`config.mk`:
```
export PLATFORM = sky130hd
export DESIGN_NAME = mbox_msg_queue
export DESIGN_NICKNAME = d
export VERILOG_FILES = /design/src/rtl/mbq_pkg.sv /design/src/rtl/mbq_status.sv /design/src/rtl/mbq_ctrl.sv /design/src/rtl/mbq_store.sv /design/src/rtl/mbox_msg_queue.sv
export SDC_FILE = /design/constraint.sdc
export NUM_CORES = 1
export LEC_CHECK = 0
export BUFFER_PORTS_ARGS = -buffer_cell sky130_fd_sc_hd__buf_2
export CAP_MARGIN = 0
export CORE_ASPECT_RATIO = 1.2
export CORE_MARGIN = 10
export CORE_UTILIZATION = 65
export DETAILED_ROUTE_END_ITERATION = 16
export HOLD_SLACK_MARGIN = 0.06
export PLACE_DENSITY = 0.86
export SLEW_MARGIN = 20
export SYNTH_ARGS = -nofsm -noshare
export SYNTH_HDL_FRONTEND = slang
export SYNTH_HIERARCHICAL = 1
export SYNTH_SLANG_ARGS = --single-unit
```
`constraint.sdc`:
```
create_clock -name clk -period 6.7 [get_ports clk]
set_clock_uncertainty 0.1 [all_clocks]
set_input_delay 0 -clock clk [delete_from_list [all_inputs] [get_ports clk]]
set_output_delay 0 -clock clk [all_outputs]
set_load 0.01 [all_outputs]
```
`src/rtl/mbq_pkg.sv`:
```
package mbq_pkg;
   localparam int unsigned STATUS_W    = 32;
   localparam int unsigned FULL_BIT    = 31;
   localparam int unsigned EMPTY_BIT   = 30;

   function automatic logic [STATUS_W-1:0] mbq_pack_status(input logic is_full,
                                                           input logic is_empty);
      logic [STATUS_W-1:0] w;
      w            = '0;
      w[FULL_BIT]  = is_full;
      w[EMPTY_BIT] = is_empty;
      return w;
   endfunction
endpackage

```
`src/rtl/mbq_status.sv`:
```
module mbq_status
   import mbq_pkg::*;
#(
   parameter int unsigned DEPTH = 8,
   parameter int unsigned CNT_W = 4
) (
   input  logic [CNT_W-1:0]    count,
   output logic                full,
   output logic                empty,
   output logic [STATUS_W-1:0] status
);
   localparam logic [CNT_W-1:0] DEPTH_C = CNT_W'(DEPTH);

   assign full   = (count == DEPTH_C);
   assign empty  = (count == '0);
   assign status = mbq_pack_status(full, empty);
endmodule

```
`src/rtl/mbq_ctrl.sv`:
```
module mbq_ctrl #(
   parameter int unsigned DEPTH = 8,
   parameter int unsigned CNT_W = 4
) (
   input  logic             clk,
   input  logic             rst_n,
   input  logic             clear,
   input  logic             push_req,
   input  logic             pop_req,
   input  logic             full,
   input  logic             empty,
   output logic             push_acc,
   output logic             pop_acc,
   output logic [CNT_W-1:0] count,
   output logic             overflow,
   output logic             underflow,
   output logic             pop_valid
);
   logic [CNT_W-1:0] cnt_q, cnt_d;
   logic             ovf_q, unf_q, pv_q;

   assign push_acc = !clear && push_req && !full;
   assign pop_acc  = !clear && pop_req && !empty;

   always_comb begin
      cnt_d = cnt_q;
      if (clear) begin
         cnt_d = '0;
      end else begin
         unique case ({push_acc, pop_acc})
            2'b10:   cnt_d = cnt_q + CNT_W'(1);
            2'b01:   cnt_d = cnt_q - CNT_W'(1);
            default: cnt_d = cnt_q;
         endcase
      end
   end

   always_ff @(posedge clk or negedge rst_n) begin
      if (!rst_n) begin
         cnt_q <= '0;
         ovf_q <= 1'b0;
         unf_q <= 1'b0;
         pv_q  <= 1'b0;
      end else begin
         cnt_q <= cnt_d;
         ovf_q <= !clear && push_req && full;
         unf_q <= !clear && pop_req && empty;
         pv_q  <= pop_acc;
      end
   end

   assign count     = cnt_q;
   assign overflow  = ovf_q;
   assign underflow = unf_q;
   assign pop_valid = pv_q;
endmodule

```
`src/rtl/mbq_store.sv`:
```
module mbq_store #(
   parameter int unsigned          DATA_W = 32,
   parameter int unsigned          DEPTH  = 8,
   parameter int unsigned          CNT_W  = 4,
   parameter logic [DATA_W-1:0]    MARKER = '1
) (
   input  logic              clk,
   input  logic              rst_n,
   input  logic              clear,
   input  logic              push_acc,
   input  logic              pop_acc,
   input  logic [CNT_W-1:0]  count,
   input  logic [DATA_W-1:0] push_data,
   output logic [DATA_W-1:0] head
);
   logic [DEPTH-1:0][DATA_W-1:0] slots;
   logic [CNT_W-1:0]             tail_idx;

   // Write position: one lower when the same cycle also shifts the line.
   assign tail_idx = pop_acc ? (count - CNT_W'(1)) : count;

   for (genvar i = 0; i < DEPTH; i++) begin : g_slot
      localparam logic [CNT_W-1:0] IDX = CNT_W'(i);
      logic [DATA_W-1:0] q;
      logic [DATA_W-1:0] shift_in;

      if (i == DEPTH - 1) begin : g_last
         assign shift_in = MARKER;
      end else begin : g_mid
         assign shift_in = slots[i+1];
      end

      always_ff @(posedge clk or negedge rst_n) begin
         if (!rst_n) begin
            q <= MARKER;
         end else if (clear) begin
            q <= MARKER;
         end else if (push_acc && (tail_idx == IDX)) begin
            q <= push_data;
         end else if (pop_acc) begin
            q <= shift_in;
         end
      end

      assign slots[i] = q;
   end

   assign head = slots[0];
endmodule

```
`src/rtl/mbox_msg_queue.sv`:
```
module mbox_msg_queue
   import mbq_pkg::*;
#(
   parameter int unsigned       DATA_W = 32,
   parameter int unsigned       DEPTH  = 8,
   parameter logic [DATA_W-1:0] MARKER = '1,
   localparam int unsigned      CNT_W  = $clog2(DEPTH + 1)
) (
   input  logic                clk,
   input  logic                rst_n,
   input  logic                clear,
   input  logic                push_req,
   input  logic [DATA_W-1:0]   push_data,
   input  logic                pop_req,
   output logic [DATA_W-1:0]   pop_data,
   output logic                pop_valid,
   output logic [DATA_W-1:0]   peek_data,
   output logic [CNT_W-1:0]    count,
   output logic                full,
   output logic                empty,
   output logic [STATUS_W-1:0] status,
   output logic                overflow,
   output logic                underflow
);
   if (DEPTH < 2) begin : g_bad_depth
      $error("mbox_msg_queue: DEPTH must be at least 2");
   end
   if (DATA_W < 2) begin : g_bad_width
      $error("mbox_msg_queue: DATA_W must be at least 2");
   end

   logic              push_acc, pop_acc;
   logic [DATA_W-1:0] head;
   logic [DATA_W-1:0] pop_q;

   mbq_status #(.DEPTH(DEPTH), .CNT_W(CNT_W)) u_status (
      .count  (count),
      .full   (full),
      .empty  (empty),
      .status (status)
   );

   mbq_ctrl #(.DEPTH(DEPTH), .CNT_W(CNT_W)) u_ctrl (
      .clk       (clk),
      .rst_n     (rst_n),
      .clear     (clear),
      .push_req  (push_req),
      .pop_req   (pop_req),
      .full      (full),
      .empty     (empty),
      .push_acc  (push_acc),
      .pop_acc   (pop_acc),
      .count     (count),
      .overflow  (overflow),
      .underflow (underflow),
      .pop_valid (pop_valid)
   );

   mbq_store #(.DATA_W(DATA_W), .DEPTH(DEPTH), .CNT_W(CNT_W), .MARKER(MARKER)) u_store (
      .clk       (clk),
      .rst_n     (rst_n),
      .clear     (clear),
      .push_acc  (push_acc),
      .pop_acc   (pop_acc),
      .count     (count),
      .push_data (push_data),
      .head      (head)
   );

   always_ff @(posedge clk or negedge rst_n) begin
      if (!rst_n) begin
         pop_q <= '0;
      end else if (pop_acc) begin
         pop_q <= head;
      end
   end

   assign pop_data  = pop_q;
   assign peek_data = head;
endmodule

```
==> results.md <==
- Worst Setup End Kind: register
- Status: finished, final reports clean
- FF-to-FF path depth: 8
- Register area: 0.007702 mm2
- Die H: 187.5 um
- Top Usage Layer GRT: met2
- Reg2Reg Setup Slack: 2.24 ns
- Via/cell ratio: 6.380
- Post-synthesis cell count: 1,303
- Fmax: 224.3 MHz
- First-pass GRT wire length: 60,770 um
- Clock period minus worst slack: 4.458 ns
- GRT met3 Usage: 3.922%
- Worst r2r dst: u_store/g_slot[5].shift_in[9]
- Mapped cell area: 0.01520 mm2
- Synth Warn #: 6
- Seq/Total Area, Yosys: 50.68%
- Per-cell routed wire length: 21.91 um
- Non-Filler Instances: 1,711
- HP Class: input pin to async pin
- CTS tree: built
- Dpl cells: 1,617
- Leak: 5.995 nW
- DRC: 0
- Final setup fails: 0
- DRT antenna net count: 0
- Crit share post-route: 66.54%
- Crit-path max FO: 93
- VDD IR-drop max: 302.0 uV
- Largest net degree at the start of global routing: 138
- Synth-to-Final Area Change: 11.43%
- Max_cap viols: 0
- Synth unique cells: 62
- Worst-Skew Late Latency: 0.56 ns
- Relative slew slack: 28.67%
- Pwr dens: 352.0 mW/mm2
- Starting DRT DRC Count: 966
- Number of synthesized register bits: 295
- Area of the multi-input gates: 0.006600 mm2
- Num CTS Buffers: 30
- # rows: 61
- Syn Area/Cell: 11.66 um2
- Root buffer cell: clkbuf_16
- IO Pins: 142
- Clk sinks: 295
- # nets final: 1,410
- Async set or reset register ratio after synthesis: 100.0%
- Largest area contributor in the netlist: dfstp_2
- DRT Pass-1 Iters: 6
- Global placer's final weighted congestion: 0.7970
- Reg clk slew, reported paths: 0.06 ns
- Die width: 159.6 um
- Critical Path RT: 7.07 ns
- Setup_tns: 0 ns
- Final Hold Fails: 0
- Startpoint Class: register
- Die ar.: 0.02992 mm2
- Layout cells sized above 1: 35.58%
- RSZ-0062 raised after global routing: no
- CORE AREA: 0.02313 mm2
- CTS Hold Bufs: 36
- Max Slew Vio Count: 0
- Initial antenna violation count: 3
- Setup bufs post-CTS: 0
- Number of synthesized flops with an enable pin: 0
- Final hold slack: 0.03108 ns
- Fillers: 1,503
- Total Routing Usage GR: 24.03%
- Post-cts sizing count: 0
- Met2 Track Usage GR: 39.81%
- Post-synth top area share: 44.26%
- Htree depth: 1
- Critical path class: register to register
- Top post-synthesis cells by area: dfstp_2 44%, mux2i_1 11%, dfrtp_1 6.4%
- Total congestion overflow: 0
- Initial core utilization: 65.72%
- Worst EP arrival: 4.83 ns
- Primary FF master, synth: dfstp_2
- DR vias: 10,920
- Slew @ Worst Pin: 1.070 ns
- CTS Buffer Depth: 3
- R2r startpoint: u_ctrl/count[1]
- Total wire length: 37,480 um
- Vias in the first global route: 11,250
- Dpl hpwl: 21,410 um
- PortBufs: 111
- Met1 usage: 32.11%
## layout by cell type, fill, tap and decap left out, types with 5 or more instances in the layout
master and count:
mux2i_1 161, dlygate4sd3_1 36, a2bb2oi_1 64, a211oi_1 128
a31oi_1 35, buf_2 109, buf_4 19, dfrtp_1 39
clkbuf_1 5, o22a_1 32, nor2_1 69, clkinv_2 7
o22ai_1 64, dfstp_2 256, mux2_4 30, clkbuf_8 7
o32ai_1 32, clkbuf_16 31, inv_1 35, conb_1 30
nor2b_1 129
## power breakdown
group / switching [mW] / internal [mW] / total (mW) / leakage, nW
Clock: 0.697 / 1.00 / 1.70 / 0.499
Combinational: 1.01 / 0.751 / 1.76 / 2.40
Sequential: 0.221 / 2.28 / 2.51 / 3.09
Total: 1.92 / 4.04 / 5.96 / 5.99
## cells in the mapped netlist (all sizes together) (2+ instances only)
cell type and count:
nor4 2, a2bb2oi 65, o21ai 2, mux2 33, buf 74, nand2 3, a31oi 36, nor2 69
a21oi 6, and3b 3, clkbuf 87, ha 3, o22a 33, nand2b 3, o22ai 64, o32ai 32
nor4bb 2, mux2i 161, and3 2, nand4b 2, or3b 2, and2b 2, nor3 2, nor3b 5
and2 2, nor2b 130, dfrtp 39, nand3b 2, a211oi 128, or2 2, dfstp 256, inv 35
## logic make-up after synthesis
family,synth area share [%]
fa+ha+maj,0.2470
xor+xnor,0.1647
other cells,0.02467
simple gates,9.056
compound gates,19.17
buf+inv,6.866
mux,13.79
flops,50.68
## per-layer routing
metal / part of all wire (%) / vias up
met5: 0.043 / -
met4: 1.9 / 2
met3: 6.4 / 78
met2: 49 / 398
met1: 43 / 5513
li1: - / 4926
## layout make-up
class | instances | area share (%)
sequential | 295 | 45.48
multi-input combinational | 841 | 38.97
timing repair buffer | 167 | 6.413
clock buffer | 43 | 5.260
tap | 315 | 2.327
inverter | 35 | 0.7757
clock inverter | 13 | 0.7462
antenna | 2 | 0.02955
## worst max path at each step
stage                               start                              to  slack [ns]  cells after the start
after floorplan           u_ctrl/count[1]  u_store/g_slot[5].shift_in[10]        3.77                      9
after global placement    u_ctrl/count[1]  u_store/g_slot[4].shift_in[19]        2.35                      8
after detailed placement  u_ctrl/count[1]  u_store/g_slot[4].shift_in[13]        2.18                      8
after CTS                 u_ctrl/count[1]  u_store/g_slot[4].shift_in[19]        2.13                      8
after global routing      u_ctrl/count[1]   u_store/g_slot[5].shift_in[5]        2.00                      8
final                     u_ctrl/count[1]   u_store/g_slot[5].shift_in[9]        2.24                      8
## sequential cells by signal, summed over array words and instances (netlist names)
name,cells
u_store/head,32
u_ctrl/count,4
u_store/g_slot.shift_in,224
u_ctrl/overflow,1
pop_data,32
u_ctrl/underflow,1
u_ctrl/pop_valid,1
## stage by stage
| step | cell area (um2) | total power, mW | utilization, % | setup WS [ns] |
|---|---|---|---|---|
| after floorplan | 15310 | 3.778 | - | 3.772 |
| after global placement | 15550 | 4.171 | 67.24 | 2.353 |
| after detailed placement | 15550 | 4.241 | 67.24 | 2.183 |
| after CTS | 16930 | 5.976 | 73.20 | 2.132 |
| after global routing | 16940 | 6.256 | 73.23 | 2.000 |
| final | 16940 | 5.961 | 73.23 | 2.242 |
## worst max-delay path, cell delays in order, from the launching register on
cell	delay, ns
dfrtp_1	0.77
nor4_2	0.19
nor3b_4	0.54
buf_4	0.84
and3b_1	0.34
o221a_2	0.22
nand4b_1	0.68
buf_4	0.51
a2bb2oi_1	0.17
Power figures use the tool's default switching activity.
